**config.mk**
```make
export PLATFORM = sky130hd
export DESIGN_NAME = spi_rom_slave
export DESIGN_NICKNAME = d
export VERILOG_FILES = /design/src/rtl/spi_rom_pkg.sv /design/src/rtl/spi_sync.sv /design/src/rtl/spi_rom_array.sv /design/src/rtl/spi_rom_ctrl.sv /design/src/rtl/spi_rom_slave.sv
export SDC_FILE = /design/constraint.sdc
export NUM_CORES = 1
export LEC_CHECK = 0
export ABC_CLOCK_PERIOD_IN_PS = 4400
export BUFFER_PORTS_ARGS = -buffer_cell sky130_fd_sc_hd__buf_2
export CORE_MARGIN = 4
export CORE_UTILIZATION = 65
export DETAILED_ROUTE_END_ITERATION = 8
export PLACE_DENSITY = 0.88
export SLEW_MARGIN = 30
export SYNTH_ARGS = -nofsm -noshare
export SYNTH_HDL_FRONTEND = slang
export SYNTH_SLANG_ARGS = --single-unit
```
**constraint.sdc**
```tcl
create_clock -name clk_i -period 4.4 [get_ports clk_i]
set_input_delay 0.66 -clock clk_i [delete_from_list [all_inputs] [get_ports clk_i]]
set_output_delay 0.66 -clock clk_i [all_outputs]
set_load 0.05 [all_outputs]
```
**src/rtl/spi_rom_pkg.sv**
```systemverilog
package spi_rom_pkg;

  localparam logic [7:0] OP_READ = 8'h03;
  localparam logic [7:0] OP_FAST = 8'h0B;
  localparam logic [7:0] OP_ID   = 8'h9F;

  localparam logic [7:0] ID_MFR  = 8'hAE;
  localparam logic [7:0] ID_TYPE = 8'h41;
  localparam logic [7:0] ID_CAP  = 8'h16;

  localparam int ADDR_BYTES = 3;

  typedef enum logic [2:0] {
    ST_IDLE,
    ST_CMD,
    ST_ADDR,
    ST_PAD,
    ST_DATA,
    ST_ID,
    ST_REJ
  } spi_state_e;

  function automatic logic [7:0] rom_byte(input int unsigned i);
    return 8'((i * 37 + 11) ^ (i >> 5));
  endfunction

endpackage

```
**src/rtl/spi_sync.sv**
```systemverilog
module spi_sync #(
  parameter int          WIDTH   = 3,
  parameter logic [WIDTH-1:0] RST_VAL = '0
) (
  input  logic             clk_i,
  input  logic             rst_ni,
  input  logic [WIDTH-1:0] d_i,
  output logic [WIDTH-1:0] q_o
);

  logic [WIDTH-1:0] s1_q, s2_q;

  always_ff @(posedge clk_i or negedge rst_ni) begin
    if (!rst_ni) begin
      s1_q <= RST_VAL;
      s2_q <= RST_VAL;
    end else begin
      s1_q <= d_i;
      s2_q <= s1_q;
    end
  end

  assign q_o = s2_q;

endmodule

```
**src/rtl/spi_rom_array.sv**
```systemverilog
module spi_rom_array
  import spi_rom_pkg::*;
#(
  parameter int DEPTH = 256,
  parameter int IDX_W = $clog2(DEPTH)
) (
  input  logic [IDX_W-1:0] idx_i,
  output logic [7:0]       data_o
);

  localparam int IMG_W = DEPTH * 8;

  function automatic logic [IMG_W-1:0] build_img();
    logic [IMG_W-1:0] img;
    img = '0;
    for (int i = 0; i < DEPTH; i++) img[i*8 +: 8] = rom_byte(i);
    return img;
  endfunction

  localparam logic [IMG_W-1:0] IMG = build_img();

  assign data_o = IMG[{idx_i, 3'b000} +: 8];

endmodule

```
**src/rtl/spi_rom_ctrl.sv**
```systemverilog
module spi_rom_ctrl
  import spi_rom_pkg::*;
#(
  parameter int IDX_W = 8
) (
  input  logic             clk_i,
  input  logic             rst_ni,
  input  logic             cs_s_i,
  input  logic             sck_s_i,
  input  logic             sdi_s_i,
  output logic [IDX_W-1:0] rom_idx_o,
  input  logic [7:0]       rom_data_i,
  output logic             sdo_o,
  output logic             sdo_oe_o,
  output logic             sel_o,
  output logic             sck_rise_o,
  output logic             sck_fall_o,
  output logic             parked_o
);

  localparam logic [1:0] LAST_HDR = 2'(ADDR_BYTES - 1);

  spi_state_e       state_q;
  logic             sck_q;
  logic [6:0]       rx_sh_q;
  logic [2:0]       rx_cnt_q;
  logic [1:0]       hdr_cnt_q;
  logic             fast_q;
  logic [IDX_W-1:0] addr_sh_q, ptr_q;
  logic [6:0]       tx_sh_q;
  logic [2:0]       tx_cnt_q;
  logic [1:0]       id_cnt_q;
  logic             sdo_q;

  logic             sel, rise, fall, byte_done, tx_act;
  logic [7:0]       rx_byte, nxt_byte;
  logic [IDX_W-1:0] addr_nxt;

  assign sel       = !cs_s_i;
  assign rise      = sck_s_i && !sck_q;
  assign fall      = !sck_s_i && sck_q;
  assign rx_byte   = {rx_sh_q, sdi_s_i};
  assign byte_done = (rx_cnt_q == 3'd7);
  assign addr_nxt  = {addr_sh_q[IDX_W-2:0], sdi_s_i};
  assign tx_act    = (state_q == ST_DATA) || (state_q == ST_ID);

  always_comb begin
    nxt_byte = rom_data_i;
    if (state_q == ST_ID) begin
      unique case (id_cnt_q)
        2'd0:    nxt_byte = ID_MFR;
        2'd1:    nxt_byte = ID_TYPE;
        2'd2:    nxt_byte = ID_CAP;
        default: nxt_byte = 8'h00;
      endcase
    end
  end

  always_ff @(posedge clk_i or negedge rst_ni) begin
    if (!rst_ni) begin
      state_q   <= ST_IDLE;
      sck_q     <= 1'b0;
      rx_sh_q   <= '0;
      rx_cnt_q  <= '0;
      hdr_cnt_q <= '0;
      fast_q    <= 1'b0;
      addr_sh_q <= '0;
      ptr_q     <= '0;
      tx_sh_q   <= '0;
      tx_cnt_q  <= '0;
      id_cnt_q  <= '0;
      sdo_q     <= 1'b0;
    end else begin
      sck_q <= sck_s_i;
      if (!sel) begin
        state_q   <= ST_IDLE;
        rx_cnt_q  <= '0;
        hdr_cnt_q <= '0;
        tx_cnt_q  <= '0;
        id_cnt_q  <= '0;
        sdo_q     <= 1'b0;
      end else begin
        if (rise) begin
          rx_sh_q  <= rx_byte[6:0];
          rx_cnt_q <= rx_cnt_q + 3'd1;
        end
        unique case (state_q)
          ST_IDLE: state_q <= ST_CMD;
          ST_CMD: if (rise && byte_done) begin
            unique case (rx_byte)
              OP_READ: begin state_q <= ST_ADDR; fast_q <= 1'b0; end
              OP_FAST: begin state_q <= ST_ADDR; fast_q <= 1'b1; end
              OP_ID:   state_q <= ST_ID;
              default: state_q <= ST_REJ;
            endcase
          end
          ST_ADDR: if (rise) begin
            addr_sh_q <= addr_nxt;
            if (byte_done) begin
              hdr_cnt_q <= hdr_cnt_q + 2'd1;
              if (hdr_cnt_q == LAST_HDR) begin
                state_q <= fast_q ? ST_PAD : ST_DATA;
                ptr_q   <= addr_nxt;
              end
            end
          end
          ST_PAD: if (rise && byte_done) state_q <= ST_DATA;
          default: ;
        endcase
        // output path: new byte on every eighth falling edge
        if (fall && tx_act) begin
          if (tx_cnt_q == 3'd0) begin
            sdo_q   <= nxt_byte[7];
            tx_sh_q <= nxt_byte[6:0];
            if (state_q == ST_DATA) ptr_q <= ptr_q + IDX_W'(1);
            else if (id_cnt_q != 2'd3) id_cnt_q <= id_cnt_q + 2'd1;
          end else begin
            sdo_q   <= tx_sh_q[6];
            tx_sh_q <= {tx_sh_q[5:0], 1'b0};
          end
          tx_cnt_q <= tx_cnt_q + 3'd1;
        end
      end
    end
  end

  assign rom_idx_o  = ptr_q;
  assign sdo_o      = sdo_q;
  assign sdo_oe_o   = tx_act;
  assign sel_o      = sel;
  assign sck_rise_o = rise;
  assign sck_fall_o = fall;
  assign parked_o   = (state_q == ST_REJ);

endmodule

```
**src/rtl/spi_rom_slave.sv**
```systemverilog
module spi_rom_slave #(
  parameter int DEPTH = 256
) (
  input  logic clk_i,
  input  logic rst_ni,
  input  logic cs_ni,
  input  logic sck_i,
  input  logic sdi_i,
  output logic sdo_o,
  output logic sdo_oe_o
);

  localparam int IDX_W = $clog2(DEPTH);

  logic [2:0]       sync_q;
  logic [IDX_W-1:0] rom_idx;
  logic [7:0]       rom_data;
  logic             sel, sck_rise, sck_fall, parked;

  spi_sync #(
    .WIDTH   (3),
    .RST_VAL (3'b100)
  ) u_sync (
    .clk_i  (clk_i),
    .rst_ni (rst_ni),
    .d_i    ({cs_ni, sck_i, sdi_i}),
    .q_o    (sync_q)
  );

  spi_rom_array #(
    .DEPTH (DEPTH),
    .IDX_W (IDX_W)
  ) u_rom (
    .idx_i  (rom_idx),
    .data_o (rom_data)
  );

  spi_rom_ctrl #(
    .IDX_W (IDX_W)
  ) u_ctrl (
    .clk_i      (clk_i),
    .rst_ni     (rst_ni),
    .cs_s_i     (sync_q[2]),
    .sck_s_i    (sync_q[1]),
    .sdi_s_i    (sync_q[0]),
    .rom_idx_o  (rom_idx),
    .rom_data_i (rom_data),
    .sdo_o      (sdo_o),
    .sdo_oe_o   (sdo_oe_o),
    .sel_o      (sel),
    .sck_rise_o (sck_rise),
    .sck_fall_o (sck_fall),
    .parked_o   (parked)
  );

endmodule

```
# Word-level counts from Yosys, hierarchy flattened
# Cells that the tools add are included.
[totals]
ff_bits = 51
latch_bits = 0
mem_bits_rw = 0
mem_bits_ro = 0
inputBits = 5
output_inout_bits = 2
wordCells = 102
mem_count = 0
[classes]
add_sub_neg = 5
multipliers = 0
div_mod_pow = 0
magnitude_cmp = 0
n_eq_ne = 19
shifts = 1
n_mux = 36
bitwise = 1
n_reduce_logical = 26
[op_table]
columns = ["operator", "n"]
rows = [
  ["indexed part select 2048 x 12 -> 8 bit (first input constant)", 1],
  ["2-to-1 mux 8 bit", 8],
  ["2-to-1 mux 3 bit", 11],
  ["one-hot mux 8 bit (3 select lines)", 1],
  ["2-to-1 mux 2 bit", 9],
  ["inequality test 3 x 2 -> 1 bit (second input constant)", 5],
  ["nonzero test 2 bit", 7],
  ["one-hot mux 3 bit (4 select lines)", 1],
  ["equality test 3 bit (second input constant)", 3],
  ["adder 8 x 1 -> 8 bit (second input constant)", 1],
  ["equality test 8 x 2 -> 1 bit (second input constant)", 1],
  ["equality test 8 x 4 -> 1 bit (second input constant)", 1],
  ["equality test 8 bit (second input constant)", 1],
  ["AND reduction 4 bit", 2],
  ["2-to-1 mux 7 bit", 1],
  ["adder 3 x 1 -> 3 bit (second input constant)", 2],
  ["equality test 3 x 2 -> 1 bit (second input constant)", 2],
  ["zero test 3 bit", 2],
  ["one-hot mux 3 bit (2 select lines)", 1],
  ["AND reduction 3 bit", 2],
  ["AND reduction 6 bit", 1],
  ["nonzero test 5 bit", 1],
  ["adder 2 x 1 -> 2 bit (second input constant)", 2],
  ["equality test 2 bit (second input constant)", 2],
  ["12 further kinds", 20],
]

# Logic depth before layout (Yosys ltp)
[logic_depth]
ltp_word = 8
mapped_depth = 10
mapped_depth_nobuf = 9

# Cells and area by module
# Synthesis repeated with hierarchy kept, for this count alone.
[hier_totals]
hier_cells = 400
hier_area_um2 = 3697.3
[modules_own_cells]
columns = ["module", "n_inst", "cells_each", "area_per_inst_um2", "seq_area_each_um2"]
rows = [
  ["spi_rom_ctrl", 1, 242, 2482.4, 1126.1],
  ["spi_rom_array", 1, 152, 1062.3, 0.0],
  ["spi_sync", 1, 6, 152.6, 152.6],
]

# Worst setup path before layout
# OpenSTA, ideal clock, no wires.
[synth_path]
kind = "reg2reg"
startpoint = "register u_ctrl.state_q[1]"
endpoint = "register u_ctrl.ptr_q[4] (netlist: u_ctrl.rom_idx_o[4])"
setup_ps = 121
arrival_ps = 2296
required_ps = 4279
setup_slack_ps = 1983
stages_incl_launch_ff = 9
n_path_buf = 2
synth_period_minus_slack_ps = 2417
path_cell_list = "dfrtp_1 clkbuf_1 nor2b_1 and2_1 buf_2 nand2_1 nor3_1 a21oi_1 o22a_1"
[synth_via]
elab_cells_between_ends = 9
cone_classes = "3 x eq/ne; 4 x mux; 2 x reduce/logical"
[synth_lines]
columns = ["element", "line_no", "rtl"]
rows = [
  ["start: declaration", "spi_rom_ctrl.sv:23", "spi_state_e state_q;"],
  ["start signal: assignment", "spi_rom_ctrl.sv:102", "state_q <= fast_q ? ST_PAD : ST_DATA;"],
  ["equality test 3 bit", "spi_rom_ctrl.sv:45", "assign tx_act = (state_q == ST_DATA) || (state_q == ST_ID);"],
  ["logical OR 1 bit (*)", "spi_rom_ctrl.sv:45", ""],
  ["via sdo_oe_o", "spi_rom_slave.sv:10", "output logic sdo_oe_o"],
  ["logical AND 1 bit (*)", "spi_rom_ctrl.sv:111", "if (fall && tx_act) begin"],
  ["2-to-1 mux 8 bit (*)", "spi_rom_ctrl.sv:111", ""],
  ["end signal: assignment", "spi_rom_ctrl.sv:103", "ptr_q <= addr_nxt;"],
  ["end signal: assignment", "spi_rom_ctrl.sv:115", "if (state_q == ST_DATA) ptr_q <= ptr_q + IDX_W'(1);"],
  ["end: declaration", "spi_rom_ctrl.sv:29", "logic [IDX_W-1:0] addr_sh_q, ptr_q;"],
]
# Mark *: on every way through the listed nets, which the timed path passes. The rest lies on a longest branch.
# A chain may end at the register's enable or synchronous reset.

# Final worst setup path
[layout_path]
startpoint = "register u_ctrl.ptr_q[1] (netlist: u_ctrl.rom_idx_o[1])"
endpoint = "register u_ctrl.tx_sh_q[5]"
[layout_via]
elab_chain_cells = 3
[layout_rtl]
columns = ["element", "line_no", "rtl"]
rows = [
  ["indexed part select 2048 x 12 -> 8 bit", "spi_rom_array.sv:22", "assign data_o = IMG[{idx_i, 3'b000} +: 8];"],
  ["2-to-1 mux 8 bit", "spi_rom_ctrl.sv:49", "if (state_q == ST_ID) begin"],
  ["2-to-1 mux 7 bit", "spi_rom_ctrl.sv:112", "if (tx_cnt_q == 3'd0) begin"],
  ["end signal: assignment", "spi_rom_ctrl.sv:114", "tx_sh_q <= nxt_byte[6:0];"],
  ["end signal: assignment", "spi_rom_ctrl.sv:119", "tx_sh_q <= {tx_sh_q[5:0], 1'b0};"],
  ["end: declaration", "spi_rom_ctrl.sv:30", "logic [6:0] tx_sh_q;"],
]
# Every way passes these cells.

==> summary by stage <==
Critical path
The class of the most critical setup path is reg -> reg. STA classifies the critical path endpoint as a flip-flop. In this run the register-to-register setup slack is 1.73 ns.

The depth of the worst register-to-register path is 7. The startpoint identified for the worst register-to-register timing path is u_ctrl.rom_idx_o[1]. The endpoint identified for the worst register-to-register timing path is u_ctrl.tx_sh_q[5]. The worst setup path is launched from a flip-flop.

Along the worst path, the maximum fanout reaches 16. The required time at the endpoint of the critical path is 4.62 ns. Data arrives at the worst endpoint at 2.89 ns.

Place
At the end of routability-driven placement, the weighted congestion stood at 0.966. The post-placement worst setup slack is 1.78 ns. The HPWL after detailed placement is 5.55 mm. The port buffer count is 6.

Drt
After detailed routing, the total wire length is 7.78 mm. For this block, the initial DRC count from the detailed router was 377. The routed layout has 2975 vias. The routed length per instance is 16.7 um. After detailed routing, the number of remaining DRC violations is 0. The first TritonRoute pass finished after 5 iterations.

The via density per instance is 6.37. The remaining antenna violation count is 0.

Logic synthesis
The combinational family with the most area after synthesis is compound AO/OA/AOI/OAI gates. The mapped netlist covers 3500 um^2. For this run, the leading register cell type out of synthesis is sky130_fd_sc_hd__dfrtp_1. Counting every net in the synthesized netlist gives 436. The cell count after synthesis is 413. The sequential-to-total area share from yosys stat is 36.5%.

sky130_fd_sc_hd__dfrtp_1 takes more of the synthesized area than any other cell. The yosys synthesis warning count is 0. The synthesized design contains 51 register bits. The synthesized-area fraction occupied by adder cells is 6.43%. Yosys attributes the largest share of cell area to sky130_fd_sc_hd__dfrtp_1, sky130_fd_sc_hd__ha_1, sky130_fd_sc_hd__a21oi_1, sky130_fd_sc_hd__mux2_2, sky130_fd_sc_hd__nor2_1. Summing the areas of all compound-gate instances in the mapped netlist gives 21.2% of the synthesized area.

The fraction of the mapped netlist area in simple logic gates is 17.6%. The count of cell types in the netlist is 56. After synthesis, the largest area contributor takes up 35.0% of total cell area.

By count the netlist is led by sky130_fd_sc_hd__dfrtp_1, sky130_fd_sc_hd__nor2_1, sky130_fd_sc_hd__a21oi_1, sky130_fd_sc_hd__nand2_1, sky130_fd_sc_hd__o21ai_0. The portion of synthesized area spent on multiplexers is 8.96%. In this run, synthesis inferred 0 flip-flops with an integrated enable.

The average instance area after synthesis is 8.49 um^2. The xor/xnor share of the synthesized area is 2.75%. The proportion of register bits with asynchronous set or reset after synthesis is 100%.

Die
During I/O placement, the number of pins put on the boundary was 7. The width of the die is 81.4 um. The overall die area is 6630 um^2. The placement row count is 26. For this configuration, the core starts out at a cell density of 67.8%. The area of the core region is 5170 um^2. The floorplan die height is 81.4 um.

Timing
In this run the tightest slew margin relative to its limit is 54.7%. After routing, the total negative slack on setup checks comes to 0 ns. Based on the critical path, the design can be clocked at up to 374 MHz. The worst clock skew on the final layout is 0.0151 ns. The least setup slack across all paths after layout is 1.73 ns. Setup repair after global routing left no endpoint under its margin. The final critical path takes up 60.7% of the cycle. The worst path in the final design needs a cycle of 2.67 ns, including I/O delays and setup.

The final setup violation count is 0. The slew at the pin closest to its max-slew limit is 0.680 ns. The number of max-slew violations in the final report is 0. The number of failing hold endpoints at the final stage is 0.

Worst hold path
The path with the worst hold slack has its endpoint at u_sync.q_o[2]. The path class of the tightest hold or removal check is reg -> reg. The hold-critical path depth is 0.

The source of the worst hold timing path is u_sync.s1_q[2].

Power
Power spread over the standard cell area amounts to 241 nW/um^2. The leakage power summed over all cells is 1.49 nW. VDD sags by at most 215 uV.

Clock network
The largest buffer count on any clock path is 2. TritonCTS built the clock tree. The post-CTS resize count is 0. The CTS H-tree depth is 2. The post-CTS setup buffer count is 0.

The number of hold buffers added after CTS was 0. The buffer type at the clock tree root is sky130_fd_sc_hd__clkbuf_8. The clock sink total is 51.

The register clock-pin slew on the reported worst setup and hold paths is 0.10 ns. Clock latency on the worst-skew pair, taken at its later pin, is 0.31 ns. The clock buffer count from CTS is 5.

Global routing
Across every metal layer, demand over resource in global routing totals 26.4%. Entering global routing, the biggest net connects 52 pins. The first global-routing pass estimated 13.6 mm of wire.

The number of global-route vias before repair came to 2886. The initial antenna violation count was 0. The total global routing overflow is 0.

Run
The number of maximum-capacitance violations is 0.

Final layout
The number of nets in the finished design is 419. 0 antenna diodes ended up in the layout. The area growth from synthesis to layout is 2.21%. The number of filler instances in the final layout is 401. Cells with a size suffix above 1 make up 10.1% of the layout.

Outcome
The flow ran to the end, and the final reports show no timing, DRC or antenna violations.
==> metrics by stage <==
| step | hold WS (ns) | power, mW | utilization [%] | area [um^2] | instances |
|---|---|---|---|---|---|
| CTS | 0.362 | 0.870 | 69.2 | 3580 | 467 |
| global route | 0.363 | 0.912 | 69.3 | 3580 | 467 |
| detailed placement | 0.340 | 0.602 | 67.4 | 3490 | 459 |
| global placement | 0.333 | 0.596 | 67.4 | 3490 | 459 |
| floorplan | 0.331 | 0.575 | - | 3500 | 413 |
| finish | 0.361 | 0.862 | 69.3 | 3580 | 467 |
==> layout make-up <==
type                            count  area [um^2]  share of cell area [%]
Timing Repair Buffer                9         52.6                    1.47
Tap cell                           70         87.6                    2.44
Clock inverter                      2         16.3                   0.454
Clock buffer                        6         72.6                    2.03
Multi-Input combinational cell    309         2000                    55.8
Sequential cell                    51         1280                    35.7
Inverter                           20         75.1                    2.10
==> power by group <==
part           internal (mW)  switching [mW]
clock                  0.114           0.154
combinational         0.0304          0.0313
sequential             0.501          0.0306
==> worst max-delay path by stage <==
| stage | depth (start not counted) | startpoint | endpoint |
|---|---|---|---|
| finish | 7 | u_ctrl.rom_idx_o[1] | u_ctrl.tx_sh_q[5] |
| global route | 7 | u_ctrl.rom_idx_o[1] | u_ctrl.tx_sh_q[5] |
| CTS | 7 | u_ctrl.rom_idx_o[1] | u_ctrl.tx_sh_q[5] |
| detailed placement | 7 | u_ctrl.rom_idx_o[1] | u_ctrl.tx_sh_q[5] |
| global placement | 7 | u_ctrl.rom_idx_o[1] | u_ctrl.tx_sh_q[5] |
| floorplan | 8 | u_ctrl.state_q[1] | u_ctrl.rom_idx_o[4] |
==> critical path: stages (launching register included) <==
cell and delay [ns]:
sky130_fd_sc_hd__dfrtp_1 0.65, sky130_fd_sc_hd__inv_1 0.20, sky130_fd_sc_hd__ha_1 0.59, sky130_fd_sc_hd__inv_1 0.11, sky130_fd_sc_hd__o21ai_0 0.18, sky130_fd_sc_hd__a221oi_1 0.10, sky130_fd_sc_hd__mux4_2 0.48, sky130_fd_sc_hd__o32ai_1 0.27
==> registers in the layout, summed over array words and instances (netlist names) <==
register and count:
u_ctrl.rom_idx_o 8, u_ctrl.addr_sh_q 7, u_ctrl.rx_sh_q 7, u_ctrl.tx_sh_q 7, u_ctrl.rx_cnt_q 3, u_ctrl.state_q 3
u_ctrl.tx_cnt_q 3, u_sync.q_o 3, u_sync.s1_q 3, u_ctrl.hdr_cnt_q 2, u_ctrl.id_cnt_q 2, u_ctrl.fast_q 1
u_ctrl.sck_q 1, u_ctrl.sdo_o 1
==> layout by cell type, fill, tap and decap left out, drive strengths merged, types with 10 or more instances in the layout <==
| master | instances |
|---|---|
| inv | 21 |
| nor2 | 50 |
| mux2i | 10 |
| a21oi | 42 |
| nand3 | 12 |
| dfrtp | 49 |
| nand2 | 38 |
| ha | 18 |
| o21ai | 23 |
| mux2 | 17 |
==> cells by family after synthesis <==
family	after synthesis
AND/OR/NAND/NOR	134
AO/OA/AOI/OAI	118
buffers and inverters	53
flip-flops	51
multiplexers	28
adder cells (fa/ha/maj)	18
XOR/XNOR	11
==> per-layer routing <==
layer  GRT usage, %  vias up  share of wire (%)  routed length [um]
met5              0        -                  0                   0
met1           34.3     1414                 43                3330
li1               -     1432                  -                   -
met2           44.9      103                 50                3890
met3           3.51       26                5.0                 388
met4           9.63        0                2.3                 180
Power figures use the tool's default switching activity.
